<file path="src/rtl/wb_pkg.sv">
// Shared encodings for the writeback commit unit.
// Assumes a one-hot functional-unit select; micro-op meaning depends on the unit.
package wb_pkg;

    // Functional-unit bit positions inside the one-hot select
    localparam int FU_ALU = 0;
    localparam int FU_MEM = 1;
    localparam int FU_JMP = 2;
    localparam int FU_MUL = 3;
    localparam int FU_SYS = 4;

    // Micro-op codes, per unit
    localparam int UOP_LOAD   = 0;
    localparam int UOP_STORE  = 1;
    localparam int UOP_LINK   = 0;
    localparam int UOP_BRANCH = 1;
    localparam int UOP_CSR_RD = 0;
    localparam int UOP_CSR_SW = 1;
    localparam int UOP_ECALL  = 2;
    localparam int UOP_EBREAK = 3;
    localparam int UOP_MRET   = 4;

    // Cause codes raised locally
    localparam int CODE_BREAK   = 3;
    localparam int CODE_ECALL_M = 11;
    localparam int CODE_IRQ_EXT = 11;

    // Machine-register selector
    localparam int SEL_W     = 2;
    localparam int SEL_TVEC  = 0;
    localparam int SEL_EPC   = 1;
    localparam int SEL_CAUSE = 2;

    typedef enum logic [1:0] {
        WSRC_NONE   = 2'd0,
        WSRC_RESULT = 2'd1,
        WSRC_LINK   = 2'd2,
        WSRC_CSR    = 2'd3
    } wsrc_e;

    typedef enum logic [1:0] {
        TGT_NONE = 2'd0,
        TGT_TVEC = 2'd1,
        TGT_EPC  = 2'd2,
        TGT_JUMP = 2'd3
    } tgt_e;

    typedef enum logic [2:0] {
        CSRC_NONE     = 3'd0,
        CSRC_UPSTREAM = 3'd1,
        CSRC_ECALL    = 3'd2,
        CSRC_EBREAK   = 3'd3,
        CSRC_IRQ      = 3'd4
    } csrc_e;

    typedef struct packed {
        wsrc_e wsrc;
        tgt_e  tgt;
        csrc_e csrc;
        logic  csr_wr;
    } wb_plan_t;

endpackage

</file>
<file path="src/rtl/wb_classify.sv">
// Decides what the retiring word does: write source, redirect target,
// trap cause source and machine-register write.
// Assumes in_fu is one-hot. Priority: upstream trap, local exception,
// interrupt, then the normal effect of the word.
module wb_classify
    import wb_pkg::*;
#(
    parameter int FU_W  = 8,
    parameter int UOP_W = 5
)(
    input  logic             valid,
    input  logic             trap,
    input  logic [FU_W-1:0]  fu,
    input  logic [UOP_W-1:0] uop,
    input  logic             taken,
    input  logic             irq,
    output wb_plan_t         plan
);

    logic is_ecall;
    logic is_ebreak;

    assign is_ecall  = fu[FU_SYS] && (uop == UOP_W'(UOP_ECALL));
    assign is_ebreak = fu[FU_SYS] && (uop == UOP_W'(UOP_EBREAK));

    // Resolve the effect of the word in priority order
    always_comb begin : classify_word
        plan.wsrc   = WSRC_NONE;
        plan.tgt    = TGT_NONE;
        plan.csrc   = CSRC_NONE;
        plan.csr_wr = 1'b0;
        if (!valid) begin
            plan.tgt = TGT_NONE;
        end else if (trap) begin
            plan.tgt  = TGT_TVEC;
            plan.csrc = CSRC_UPSTREAM;
        end else if (is_ecall || is_ebreak) begin
            plan.tgt  = TGT_TVEC;
            plan.csrc = is_ecall ? CSRC_ECALL : CSRC_EBREAK;
        end else if (irq) begin
            plan.tgt  = TGT_TVEC;
            plan.csrc = CSRC_IRQ;
        end else if (fu[FU_SYS]) begin
            if (uop == UOP_W'(UOP_CSR_RD)) begin
                plan.wsrc = WSRC_CSR;
            end else if (uop == UOP_W'(UOP_CSR_SW)) begin
                plan.wsrc   = WSRC_CSR;
                plan.csr_wr = 1'b1;
            end else if (uop == UOP_W'(UOP_MRET)) begin
                plan.tgt = TGT_EPC;
            end
        end else if (fu[FU_JMP]) begin
            if (uop == UOP_W'(UOP_LINK)) begin
                plan.wsrc = WSRC_LINK;
                plan.tgt  = TGT_JUMP;
            end else if (uop == UOP_W'(UOP_BRANCH) && taken) begin
                plan.tgt = TGT_JUMP;
            end
        end else if (fu[FU_MEM]) begin
            if (uop == UOP_W'(UOP_LOAD)) begin
                plan.wsrc = WSRC_RESULT;
            end
        end else if (fu[FU_ALU] || fu[FU_MUL]) begin
            plan.wsrc = WSRC_RESULT;
        end
    end

endmodule

</file>
<file path="src/rtl/wb_csr_file.sv">
// Holds the trap vector base, the saved exception address and the cause.
// A trap writes address and cause; a swap writes the selected register.
// Assumes a trap and a swap never occur in the same cycle.
module wb_csr_file
    import wb_pkg::*;
#(
    parameter int               XLEN       = 32,
    parameter logic [XLEN-1:0]  TVEC_RESET = 'h100
)(
    input  logic             clk,
    input  logic             rst_n,
    input  logic             trap_take,
    input  logic [XLEN-1:0]  trap_pc,
    input  logic [XLEN-1:0]  trap_cause,
    input  logic             wr_en,
    input  logic [SEL_W-1:0] sel,
    input  logic [XLEN-1:0]  wr_data,
    output logic [XLEN-1:0]  rd_data,
    output logic [XLEN-1:0]  tvec,
    output logic [XLEN-1:0]  epc,
    output logic [XLEN-1:0]  cause
);

    localparam int N_CSR = 3;

    logic [N_CSR-1:0][XLEN-1:0] csr_all;

    for (genvar i = 0; i < N_CSR; i++) begin : g_reg
        localparam logic [XLEN-1:0] KEEP = (i == SEL_TVEC) ? ~XLEN'(3) :
                                           (i == SEL_EPC)  ? ~XLEN'(1) :
                                                             {XLEN{1'b1}};
        localparam logic [XLEN-1:0] INIT = (i == SEL_TVEC) ? TVEC_RESET : '0;
        localparam bit TRAP_TARGET = (i != SEL_TVEC);

        logic [XLEN-1:0] q;
        logic [XLEN-1:0] trap_val;
        logic            trap_hit;
        logic            wr_hit;

        assign trap_val = (i == SEL_EPC) ? trap_pc : trap_cause;
        assign trap_hit = trap_take && TRAP_TARGET;
        assign wr_hit   = wr_en && (sel == SEL_W'(i));

        // Update one machine register on reset, trap or swap
        always_ff @(posedge clk) begin : update_csr
            if (!rst_n) begin
                q <= INIT & KEEP;
            end else if (trap_hit) begin
                q <= trap_val & KEEP;
            end else if (wr_hit) begin
                q <= wr_data & KEEP;
            end
        end

        assign csr_all[i] = q;
    end

    // Read the selected register, zero for the unused selector
    always_comb begin : read_mux
        case (sel)
            SEL_W'(SEL_TVEC):  rd_data = csr_all[SEL_TVEC];
            SEL_W'(SEL_EPC):   rd_data = csr_all[SEL_EPC];
            SEL_W'(SEL_CAUSE): rd_data = csr_all[SEL_CAUSE];
            default:           rd_data = '0;
        endcase
    end

    assign tvec  = csr_all[SEL_TVEC];
    assign epc   = csr_all[SEL_EPC];
    assign cause = csr_all[SEL_CAUSE];

endmodule

</file>
<file path="src/rtl/wb_redirect.sv">
// Picks the next fetch address from the target class of the word.
// Assumes vector base and saved address are already aligned.
module wb_redirect
    import wb_pkg::*;
#(
    parameter int XLEN = 32
)(
    input  tgt_e            tgt,
    input  logic [XLEN-1:0] tvec,
    input  logic [XLEN-1:0] epc,
    input  logic [XLEN-1:0] jump_addr,
    output logic            valid,
    output logic [XLEN-1:0] pc
);

    // Select the destination and flag a redirect
    always_comb begin : pick_target
        valid = 1'b1;
        case (tgt)
            TGT_TVEC: pc = tvec;
            TGT_EPC:  pc = epc;
            TGT_JUMP: pc = jump_addr & ~XLEN'(1);
            default: begin
                valid = 1'b0;
                pc    = '0;
            end
        endcase
    end

endmodule

</file>
<file path="src/rtl/wb_commit_unit.sv">
// Final pipeline stage: commits results, raises late exceptions, takes
// interrupts at instruction boundaries and issues every redirect and flush.
// Assumes one retiring word per cycle with no back-pressure; outputs are
// combinational, machine registers update on the next rising edge.
module wb_commit_unit
    import wb_pkg::*;
#(
    parameter int              XLEN       = 32,
    parameter int              REG_W      = 5,
    parameter int              UOP_W      = 5,
    parameter int              FU_W       = 8,
    parameter int              SIZE_W     = 2,
    parameter logic [XLEN-1:0] TVEC_RESET = 'h100
)(
    input  logic              clk,
    input  logic              rst_n,
    input  logic              in_valid,
    input  logic [REG_W-1:0]  in_rd,
    input  logic [XLEN-1:0]   in_pc,
    input  logic [XLEN-1:0]   in_opr_a,
    input  logic [XLEN-1:0]   in_opr_b,
    input  logic [UOP_W-1:0]  in_uop,
    input  logic [FU_W-1:0]   in_fu,
    input  logic              in_trap,
    input  logic [SIZE_W-1:0] in_size,
    input  logic              irq_pending,
    output logic              rf_we,
    output logic [REG_W-1:0]  rf_waddr,
    output logic [XLEN-1:0]   rf_wdata,
    output logic              redirect_valid,
    output logic [XLEN-1:0]   redirect_pc,
    output logic              flush
);

    localparam logic [XLEN-1:0] IRQ_CAUSE = {1'b1, (XLEN-1)'(CODE_IRQ_EXT)};

    wb_plan_t        plan;
    logic [XLEN-1:0] csr_rdata;
    logic [XLEN-1:0] csr_mtvec;
    logic [XLEN-1:0] csr_mepc;
    logic [XLEN-1:0] csr_mcause;
    logic [XLEN-1:0] trap_cause;
    logic [XLEN-1:0] link_addr;
    logic            trap_take;

    wb_classify #(
        .FU_W  (FU_W),
        .UOP_W (UOP_W)
    ) u_classify (
        .valid (in_valid),
        .trap  (in_trap),
        .fu    (in_fu),
        .uop   (in_uop),
        .taken (in_opr_b[0]),
        .irq   (irq_pending),
        .plan  (plan)
    );

    assign trap_take = (plan.csrc != CSRC_NONE);

    // Form the cause value for the trap being taken
    always_comb begin : cause_mux
        case (plan.csrc)
            CSRC_UPSTREAM: trap_cause = in_opr_b;
            CSRC_ECALL:    trap_cause = XLEN'(CODE_ECALL_M);
            CSRC_EBREAK:   trap_cause = XLEN'(CODE_BREAK);
            CSRC_IRQ:      trap_cause = IRQ_CAUSE;
            default:       trap_cause = '0;
        endcase
    end

    wb_csr_file #(
        .XLEN       (XLEN),
        .TVEC_RESET (TVEC_RESET)
    ) u_csr (
        .clk        (clk),
        .rst_n      (rst_n),
        .trap_take  (trap_take),
        .trap_pc    (in_pc),
        .trap_cause (trap_cause),
        .wr_en      (plan.csr_wr),
        .sel        (in_opr_b[SEL_W-1:0]),
        .wr_data    (in_opr_a),
        .rd_data    (csr_rdata),
        .tvec       (csr_mtvec),
        .epc        (csr_mepc),
        .cause      (csr_mcause)
    );

    wb_redirect #(
        .XLEN (XLEN)
    ) u_redirect (
        .tgt       (plan.tgt),
        .tvec      (csr_mtvec),
        .epc       (csr_mepc),
        .jump_addr (in_opr_a),
        .valid     (redirect_valid),
        .pc        (redirect_pc)
    );

    assign link_addr = in_pc + ((in_size == SIZE_W'(1)) ? XLEN'(2) : XLEN'(4));

    // Select the register-file write data and enable
    always_comb begin : commit_mux
        case (plan.wsrc)
            WSRC_RESULT: rf_wdata = in_opr_a;
            WSRC_LINK:   rf_wdata = link_addr;
            WSRC_CSR:    rf_wdata = csr_rdata;
            default:     rf_wdata = '0;
        endcase
        rf_we    = (plan.wsrc != WSRC_NONE) && (in_rd != '0);
        rf_waddr = in_rd;
    end

    // Younger words are discarded whenever a target class is chosen
    assign flush = (plan.tgt != TGT_NONE);

endmodule

</file>
<file path="config.mk">
export PLATFORM = sky130hd
export DESIGN_NAME = wb_commit_unit
export DESIGN_NICKNAME = d
export VERILOG_FILES = /design/src/rtl/wb_pkg.sv /design/src/rtl/wb_classify.sv /design/src/rtl/wb_csr_file.sv /design/src/rtl/wb_redirect.sv /design/src/rtl/wb_commit_unit.sv
export SDC_FILE = /design/constraint.sdc
export NUM_CORES = 1
export LEC_CHECK = 0
export BUFFER_PORTS_ARGS = -buffer_cell sky130_fd_sc_hd__clkbuf_2
export CORE_MARGIN = 4
export CORE_UTILIZATION = 40
export DETAILED_ROUTE_END_ITERATION = 8
export PLACE_DENSITY = 0.72
export SLEW_MARGIN = 40
export SYNTH_ARGS = -nofsm -noshare
export SYNTH_HDL_FRONTEND = slang
export SYNTH_SLANG_ARGS = --single-unit
</file>
<file path="constraint.sdc">
create_clock -name clk -period 4.8 [get_ports clk]
set_clock_uncertainty 0.05 [all_clocks]
set_input_delay 0.72 -clock clk [delete_from_list [all_inputs] [get_ports clk]]
set_output_delay 0.72 -clock clk [all_outputs]
set_load 0.1 [all_outputs]
</file>
==> results of run 1 <==
through the flow:
stage / setup slack (ns) / cell area [µm²] / hold slack (ns)
floorplan: 0.0735 / 6520 / 0.396
global placement: 0.861 / 7700 / 0.408
detailed placement: 0.823 / 7750 / 0.413
CTS: 0.829 / 8070 / 0.424
global route: 0.669 / 8080 / 0.465
finish: 0.804 / 8080 / 0.422
final cells by class:
class                      count  area (µm²)
sequential                    93        1860
tap                          216         270
clock buffer                   9         225
inverter                       7        26.3
multi-input combinational    702        4320
fill                        1579        7860
timing repair buffer         216        1280
clock inverter                 7        97.6
per-layer routing:
metal | vias to the layer above | global-route usage, % | part of all wire (%)
met2 | 326 | 40.5 | 46
met4 | 0 | 7.17 | 1.4
li1 | 3446 | - | -
met5 | - | 0 | 0
met3 | 27 | 4.83 | 8.7
met1 | 3381 | 33.9 | 44
cell usage after synthesis (19+ instances only):
cell,instances
a21oi_1,19
a22oi_1,31
a2bb2oi_1,28
a31oi_1,33
clkbuf_1,52
dfxtp_1,93
mux2i_1,61
nand2_1,165
nor2_1,83
nor2b_1,31
o21ai_0,82
xor2_1,19
worst max path at each step:
stage / start / endpoint / slack (ns) / cells past startpoint
final: in_size[1] / rf_wdata[24] / 0.80 / 9
after global routing: in_size[1] / rf_wdata[24] / 0.67 / 9
after CTS: in_uop[1] / rf_wdata[3] / 0.83 / 7
after detailed placement: in_size[1] / rf_wdata[26] / 0.82 / 9
after global placement: in_size[1] / rf_wdata[15] / 0.86 / 11
after floorplan: in_uop[1] / rf_wdata[1] / 0.07 / 6
cell families (layout without fill, tap and decap cells):
kind of cell             after synthesis  count (layout)  synth area share, %
multiplexers                          61              61                 9.36
adder cells (fa/ha/maj)                3               3                0.691
flip-flops                            93              93                 28.6
AND/OR/NAND/NOR                      357             357                 25.4
buffers and inverters                 90             239                 6.08
AO/OA/AOI/OAI                        251             251                 26.0
other                                  1               1               0.0575
XOR/XNOR                              29              29                 3.90
power breakdown:
part / total [mW] / internal (mW) / switching [mW]
Combinational: 0.376 / 0.131 / 0.245
Clock: 0.796 / 0.460 / 0.336
Sequential: 0.835 / 0.811 / 0.0244
tightest hold or removal path: stages (launching register included):
cell and delay, ns:
dfxtp_1 0.31, nand2_1 0.05, o22ai_1 0.06
sequential cells by signal (all words and copies together), names as in the netlist:
| signal | count |
|---|---|
| u_csr.epc | 31 |
| u_csr.cause | 32 |
| u_csr.tvec | 30 |
==> results.py, run 1 <==
metrics = {
    "detailed_routing": {
        "drt_wl_total_um": 23400,
        "detail_route.first_pass.iterations": 5,
        "wl_per_cell_um": 18.7,
        "routed_via_density": 5.74,
        "routed-via-count": 7180,
        "drcViolationCount": 0,
        "ant_nets": 0,
        "dr.first_iter.drc_count": 645,
    },
    "global_route": {
        "overflow": 0,
        "antenna_found_initial": 0,
        "grt_pass1_vias": 6912,
        "grt_first_pass_wirelength_um": 36900,
        "grt_max_degree": 56,
        "track_usage_pct": 25.0,
    },
    "finish": {
        "final_cell_mix": "clkbuf_2 (179), nand2_1 (165), dfxtp_1 (93)",
        "n_antenna_cell": 0,
        "area_growth_pct": 23.9,
        "post-route-util_pct": 50.7,
        "drive_above_1_share_pct": 24.7,
        "final_common_cell": "clkbuf_2",
        "nets": 1153,
        "fin_cells": 1250,
    },
    "sta": {
        "relSlewSlack_pct": 44.1,
        "fmax_mhz": 250,
        "slew_violations": 0,
        "final_hold_viol_count": 0,
        "worst_pin_slew_ns": 0.839,
        "min_period_ns": 4.00,
        "fin_crit_sh_pct": 83.2,
        "finalSetupTns_ns": 0,
        "setup-violations-final": 0,
        "grt_setup_unrepaired": "false",
    },
    "clocking": {
        "cts-hold-fix-buffers": 0,
        "cts_sinks": 93,
        "path_clk_slew_ns": 0.07,
        "cts_made_buffers": 9,
        "cts_resized": 0,
        "tritoncts": "built",
        "htree_levels": 3,
        "root_buffer": "clkbuf_16",
        "clkLatencyLatePin_ns": 0.35,
        "cts_buffer_depth": 2,
        "cts_setup_buffers": 0,
    },
    "synth": {
        "synth_top_cell_area_share_pct": 28.6,
        "synth_seq_area_share_pct": 28.6,
        "synth_edf_count": 0,
        "ys.flop_type": "dfxtp_1",
        "async_flop_share_pct": 0,
        "yosysTopAreaCell": "dfxtp_1",
        "synthesis.nets": 1009,
        "ys_seq_elements": 93,
        "ys_types": 59,
        "yosysWarnings": 0,
        "synthCells": 885,
        "synth_area_um2": 6520,
        "synthTopCellsByArea": "dfxtp_1 (29%), nand2_1 (9.5%), mux2i_1 (9.4%)",
        "avgSynthCellArea_um2": 7.37,
    },
    "worst_setup_path": {
        "path_buf_inv": 2,
        "reg2reg_from": "u_csr.epc[17]",
        "rrSetupSlack_ns": 4.08,
        "r2r_cells": 2,
        "path_cells": "clkbuf_2, nand2b_1, ha_1, a21o_1, nor4b_4, nand3_1, xor2_1, o22ai_1, clkbuf_2",
        "cpPeakStageDelay_ns": 0.62,
        "arrival_ns": 3.23,
        "crit_slowest_cell": "nor4b_4",
        "path_common_cell": "clkbuf_2",
        "crit_fanout": 10,
        "path_class": "input pin to output port",
        "r2r_end": "u_csr.epc[17]",
        "worstPathRequired_ns": 4.03,
        "critical_path.top_delay_family": "simple AND/OR/NAND/NOR gates",
        "worst_setup_path_end_kind": "output port",
        "worst_setup_path_start_kind": "input pin",
    },
    "placed_design": {
        "io_buffer_count": 188,
        "place_inst": 1233,
        "hpwl_um": 16300,
        "gp_congestion": 0.821,
    },
    "worst_hold_path": {
        "min_path_type": "flop to flop",
        "hold_depth": 2,
        "min_from": "u_csr.cause[0]",
        "whs_endpoint": "u_csr.cause[0]",
    },
    "floorplan": {
        "io_pins": 193,
        "fp.dieH_um": 136,
        "initial_core_util_pct": 40.9,
        "num_rows": 46,
        "die_x_um": 136,
        "die_area_um2": 18400,
        "core_um2": 15900,
    },
    "pwr": {
        "ir_worst_vdd_uv": 179,
        "p_leak_nw": 3.61,
        "p_per_area_nw_per_um2": 248,
        "power_mw": 2.01,
    },
    "run_status": {
        "outcome": "complete, no violations",
    },
    "flow_run": {
        "cap_violations": 0,
    },
}
Power figures use the tool's default switching activity.
==> inputs of run 2 (changes only) <==
- PLACE_DENSITY: 0.72 -> 0.75
- clock period: 4.8 -> 3.3 ns (I/O delays scaled with it)
==> run 2 against run 1 <==
Net effect: final cell count increased by 0.96%; critical path depth increased by 3; setup slack got worse by 0.69 ns; highest routed layer unchanged; routed wire length increased by 1.4%; global-route usage increased by 0.44 points; sequential share of layout area decreased by 2.5 points.
==> results.py, run 2 (same netlist as run 1, synthesis figures left out) <==
metrics = {
    "worst_setup_path": {
        "endpoint": "rf_wdata[17]",
        "worst_setup_path_end_kind": "output port",
        "r2r_cells": 2,
        "startpoint": "in_size[1]",
        "cp.depth": 12,
        "worst_setup_path_start_kind": "input pin",
        "reg2reg_from": "u_csr.epc[1]",
        "arrival_ns": 2.64,
        "path_cells": "clkbuf_2, nand2b_1, inv_1, ha_1, fa_2, nand3_2, nor3_2, buf_6, nand3_1, xnor2_1, a221o_1, buf_12",
        "rrSetupSlack_ns": 2.55,
        "r2r_end": "u_csr.epc[1]",
        "path_buf_inv": 4,
        "crit_fanout": 9,
        "worstPathRequired_ns": 2.75,
        "path_class": "input pin to output port",
        "critical_path.top_delay_family": "simple AND/OR/NAND/NOR gates",
        "crit_slowest_cell": "a221o_1",
        "cpPeakStageDelay_ns": 0.37,
    },
    "sta": {
        "slew_violations": 0,
        "min_period_ns": 3.19,
        "layout_setup_ws_ns": 0.115,
        "final_hold_viol_count": 0,
        "relSlewSlack_pct": 53.3,
        "hold_slack_ns": 0.332,
        "worst_pin_slew_ns": 0.700,
        "grt_setup_unrepaired": "false",
        "fin_crit_sh_pct": 96.5,
        "fmax_mhz": 314,
        "setup-violations-final": 0,
    },
    "run_status": {
        "outcome": "complete, no violations",
    },
    "finish": {
        "nets": 1166,
        "drive_above_1_share_pct": 26.4,
        "largest_reg_flops": 32,
        "stdcell_area_um2": 9070,
        "final-seq-area_um2": 1860,
        "n_antenna_cell": 0,
        "fin_cells": 1262,
        "fillCellCount": 1462,
        "post-route-util_pct": 56.9,
        "multiInputGateArea_um2": 4370,
        "area_growth_pct": 39.1,
        "final_common_cell": "nand2_1",
        "final_cell_mix": "nand2_1 (165), clkbuf_2 (123), dfxtp_1 (93)",
    },
    "global_route": {
        "antenna_found_initial": 0,
        "grt_pass1_vias": 7124,
        "grt_max_degree": 40,
        "grt_first_pass_wirelength_um": 37100,
        "track_usage_pct": 25.4,
        "overflow": 0,
    },
    "clocking": {
        "clkLatencyLatePin_ns": 0.35,
        "root_buffer": "clkbuf_16",
        "cts_setup_buffers": 0,
        "cts-hold-fix-buffers": 0,
        "cts_sinks": 93,
        "tritoncts": "built",
        "htree_levels": 3,
        "cts_buffer_depth": 2,
        "cts_resized": 0,
        "cts_made_buffers": 9,
        "path_clk_slew_ns": 0.06,
    },
    "pwr": {
        "pwr-share-comb_pct": 20.9,
        "p_sw_mw": 0.848,
        "p_sw_share_pct": 30.6,
        "p_clk_share_pct": 35.1,
        "p_per_area_nw_per_um2": 305,
        "ir_worst_vdd_uv": 275,
        "p_seq_share_pct": 43.9,
        "p_leak_nw": 3.86,
        "internal-power_mw": 1.92,
    },
    "detailed_routing": {
        "ant_nets": 0,
        "routed-via-count": 7340,
        "drt_wl_total_um": 23700,
        "routed_via_density": 5.82,
        "wl_per_cell_um": 18.8,
        "detail_route.first_pass.iterations": 6,
        "dr.first_iter.drc_count": 936,
        "drcViolationCount": 0,
    },
    "placed_design": {
        "place_ws_ns": 0.152,
        "io_buffer_count": 188,
        "hpwl_um": 16700,
        "place_inst": 1247,
        "dpl_cell_area_um2": 8790,
        "gp_congestion": 0.907,
    },
    "floorplan": {
        "core_um2": 15900,
        "num_rows": 46,
        "io_pins": 193,
        "die_area_um2": 18400,
        "die_x_um": 136,
        "initial_core_util_pct": 40.9,
        "fp.dieH_um": 136,
    },
    "worst_hold_path": {
        "min_path_type": "input pin to flop",
    },
    "flow_run": {
        "cap_violations": 0,
    },
}
[run 2: stage by stage]
step / power (mW) / TNS (ns)
finish: 2.77 / 0
global route: 2.87 / 0
CTS: 2.77 / 0
detailed placement: 1.81 / 0
global placement: 1.80 / 0
floorplan: 1.57 / -5.01
[run 2: routing by layer]
layer	wire [µm]	global-route usage [%]	vias up
li1	-	-	3475
met1	9600	33.3	3352
met2	11000	40.7	453
met3	2450	5.79	60
met4	593	9.74	0
met5	0	0	-
[run 2: worst min-delay path by stage]
stage	start	endpoint	slack [ns]	cells after the start
after detailed placement	u_csr.cause[1]	u_csr.cause[1]	0.41	2
after global routing	in_opr_b[23]	u_csr.cause[23]	0.34	3
after global placement	u_csr.cause[1]	u_csr.cause[1]	0.41	2
final	in_opr_b[28]	u_csr.cause[28]	0.33	3
after CTS	in_opr_b[28]	u_csr.cause[28]	0.33	3
after floorplan	u_csr.cause[1]	u_csr.cause[1]	0.40	2
[run 2: power by group through the flow]
stage               registers (mW)  clock network (mW)  logic, mW
floorplan                     1.23                   0      0.345
global placement              1.24                   0      0.558
detailed placement            1.24                   0      0.570
CTS                           1.22               0.981      0.573
global route                  1.22                1.02      0.626
finish                        1.22               0.973      0.580
[run 2: layout make-up]
cell class	count	area share, %
Tap cell	216	2.98
Clock inverter	2	0.110
Timing Repair Buffer	229	25.1
Clock buffer	13	2.76
Inverter	7	0.290
Sequential cell	93	20.5
Multi-Input combinational cell	702	48.2
[run 2: tightest hold or removal path, delay by kind of cell]
kind | cells | cell delay, ns
and+or+nand+nor | 1 | 0.09
AOI/OAI and AO/OA | 1 | 0.05
buffers and inverters | 1 | 0.08
==> inputs of run 3 (changes only) <==
- PLACE_DENSITY: 0.75 -> 0.73
- SYNTH_HIERARCHICAL: not set -> 1
==> run 3 against run 2 <==
Net effect: the flow now finishes with violations (setup timing); register-to-register slack barely moved; synthesized area rose by 17%; hold slack improved by 0.045 ns; critical path depth fell by 3; sequential share of layout area fell by 3.6 points; clock power rose by 8%; setup slack got worse by 0.29 ns; die area rose by 16%; largest cell class unchanged.
==> results.py, run 3 <==
metrics = {
    "finish": {
        "largest_reg_flops": 32,
        "fin_cells": 1310,
        "final_cell_mix": "nand2_1 (130), clkbuf_2 (120), o21ai_0 (94)",
        "drive_above_1_share_pct": 39.8,
        "final_common_cell": "nand2_1",
        "stdcell_area_um2": 11000,
        "n_antenna_cell": 0,
        "nets": 1195,
        "fillCellCount": 1577,
        "area_growth_pct": 43.3,
    },
    "placed_design": {
        "hpwl_um": 19300,
        "gp_congestion": 0.890,
        "place_inst": 1279,
        "dpl_cell_area_um2": 10400,
        "io_buffer_count": 188,
        "place_ws_ns": -0.198,
    },
    "clocking": {
        "cts_made_buffers": 9,
        "cts-hold-fix-buffers": 0,
        "path_clk_slew_ns": 0.07,
        "cts_sinks": 93,
        "root_buffer": "clkbuf_16",
        "htree_levels": 3,
        "tritoncts": "built",
        "clkLatencyLatePin_ns": 0.35,
        "cts_buffer_depth": 2,
    },
    "synth": {
        "synth_edf_count": 0,
        "synth_area_um2": 7660,
        "async_flop_share_pct": 0,
        "ys_top_cells_by_count": "nand2_1 (130), o21ai_0 (106), dfxtp_1 (93), mux2i_1 (93), o211a_1 (63)",
        "ys_seq_elements": 93,
        "ys_types": 64,
        "synth.most_common_cell": "nand2_1",
        "yosysWarnings": 6,
        "avgSynthCellArea_um2": 8.64,
        "yosysTopAreaCell": "dfxtp_1",
        "synthCells": 887,
        "synth_seq_area_share_pct": 24.3,
        "synth_top_cell_area_share_pct": 24.3,
        "ys.flop_type": "dfxtp_1",
        "synthTopCellsByArea": "dfxtp_1 (24%), mux2i_1 (12%), o211a_1 (8.2%)",
    },
    "worst_setup_path": {
        "worst_setup_path_start_kind": "input pin",
        "crit_slowest_cell": "or4_4",
        "path_common_cell": "buf_12",
        "crit_fanout": 15,
        "path_cells": "buf_6, or4_4, or4b_4, a31oi_4, buf_4, buf_12, mux2_4, a22o_2, buf_12",
        "path_class": "input pin to output port",
        "worst_setup_path_end_kind": "output port",
        "cpPeakStageDelay_ns": 0.53,
        "cp.depth": 9,
        "arrival_ns": 2.93,
        "critical_path.top_delay_family": "simple AND/OR/NAND/NOR gates",
        "r2r_cells": 2,
        "path_buf_inv": 4,
        "worstPathRequired_ns": 2.75,
    },
    "floorplan": {
        "core_um2": 18800,
        "die_x_um": 146,
        "num_rows": 50,
        "io_pins": 193,
        "fp.dieH_um": 146,
        "die_area_um2": 21400,
        "initial_core_util_pct": 40.8,
    },
    "detailed_routing": {
        "detail_route.first_pass.iterations": 5,
        "routed_via_density": 5.89,
        "ant_nets": 0,
        "drt_wl_total_um": 27500,
        "routed-via-count": 7722,
        "wl_per_cell_um": 21.0,
        "dr.first_iter.drc_count": 592,
        "drcViolationCount": 0,
    },
    "pwr": {
        "p_leak_nw": 4.98,
        "pwr-share-comb_pct": 29.1,
        "p_clk_share_pct": 32.4,
        "internal-power_mw": 2.21,
        "p_sw_share_pct": 31.6,
        "p_seq_share_pct": 38.4,
        "ir_worst_vdd_uv": 246,
        "p_per_area_nw_per_um2": 294,
        "p_sw_mw": 1.02,
    },
    "global_route": {
        "grt_max_degree": 54,
        "grt_first_pass_wirelength_um": 41600,
        "grt_pass1_vias": 7598,
        "track_usage_pct": 24.1,
        "overflow": 0,
        "antenna_found_initial": 0,
    },
    "sta": {
        "worst_pin_slew_ns": 0.962,
        "setup-violations-final": 33,
        "hold_slack_ns": 0.378,
        "fmax_mhz": 288,
        "slew_violations": 0,
        "fin_crit_sh_pct": 105,
        "min_period_ns": 3.47,
        "layout_setup_ws_ns": -0.173,
        "grt_setup_unrepaired": "true",
        "finalSetupTns_ns": -4.76,
        "final_hold_viol_count": 0,
        "relSlewSlack_pct": 36.1,
    },
    "worst_hold_path": {
        "min_path_type": "input pin to flop",
        "hold_depth": 3,
    },
    "run_status": {
        "violations": "setup timing",
        "outcome": "complete, but fails checks",
    },
    "flow_run": {
        "cap_violations": 0,
    },
}
## run 3: cell types whose count changed after synthesis, moves of 29 or more
cell / previous run / this run
o211a_1: 0 / 63
a31oi_1: 33 / 2
nand2_1: 165 / 130
mux2i_1: 61 / 93
mux2_2: 0 / 35
a21boi_0: 1 / 30
a22oi_1: 31 / 0
nor2_1: 83 / 10
a22o_1: 3 / 36
## run 3: power by group through the flow
stage               sequential [mW]  combinational (mW)  clock, mW
floorplan                      1.25               0.604          0
global placement               1.26               0.876          0
detailed placement             1.27               0.896          0
CTS                            1.24               0.915       1.06
global route                   1.25                1.00       1.11
finish                         1.24               0.941       1.05
## run 3: cell families after synthesis
kind of cell,Yosys count,share of synthesized area [%]
AND/OR/NAND/NOR,245,16.8
buffers and inverters,95,7.38
multiplexers,156,22.8
flip-flops,93,24.3
XOR/XNOR,29,3.32
other,1,0.0490
AO/OA/AOI/OAI,265,24.8
adder cells (fa/ha/maj),3,0.588
## run 3: layer usage
layer | GRT usage, % | share of wire [%]
met4 | 8.70 | 2.3
met3 | 4.13 | 7.8
met2 | 40.4 | 48
met5 | 0 | 0
met1 | 31.2 | 42
## run 3: path summary, 6_finish.rpt
check,end,from,slack (ns)
hold reg to reg,u_csr/tvec[19],u_csr/tvec[19],0.43
setup reg to reg,u_csr/tvec[31],u_csr/tvec[31],2.54
hold / removal,u_csr/tvec[24],in_opr_a[24],0.38
setup / recovery,redirect_pc[14],in_uop[3],-0.17
## run 3: cell type report
cell class                      count  area (µm²)  area share, %
Clock inverter                      6        63.8          0.581
Sequential cell                    93        1860           17.0
Clock buffer                       10         229           2.09
Timing Repair Buffer              262        2780           25.3
Multi-Input combinational cell    701        5740           52.3
Tap cell                          234         293           2.67
Inverter                            4        15.0          0.137
## run 3: stage by stage
| step | total power, mW | util (%) |
|---|---|---|
| 3_3_place_gp | 2.14 | 55.3 |
| 6_report | 3.23 | 58.5 |
| 3_5_place_dp | 2.16 | 55.3 |
| 5_1_grt | 3.35 | 58.5 |
| 4_1_cts | 3.22 | 57.4 |
| 2_1_floorplan | 1.85 | - |
## run 3: worst register-to-register path, delay by kind of cell, from the launching register on
kind | cells | cell delay, ns
flops | 1 | 0.41
compound gates | 1 | 0.16
simple gates | 1 | 0.07
## run 3: timing repair
action,CTS,global route
setup endpoints to repair,31,63
setup buffers,3,8
resized for setup,6,16
cloned,1,3
pin swaps,2,3
hold endpoints to repair,0,0
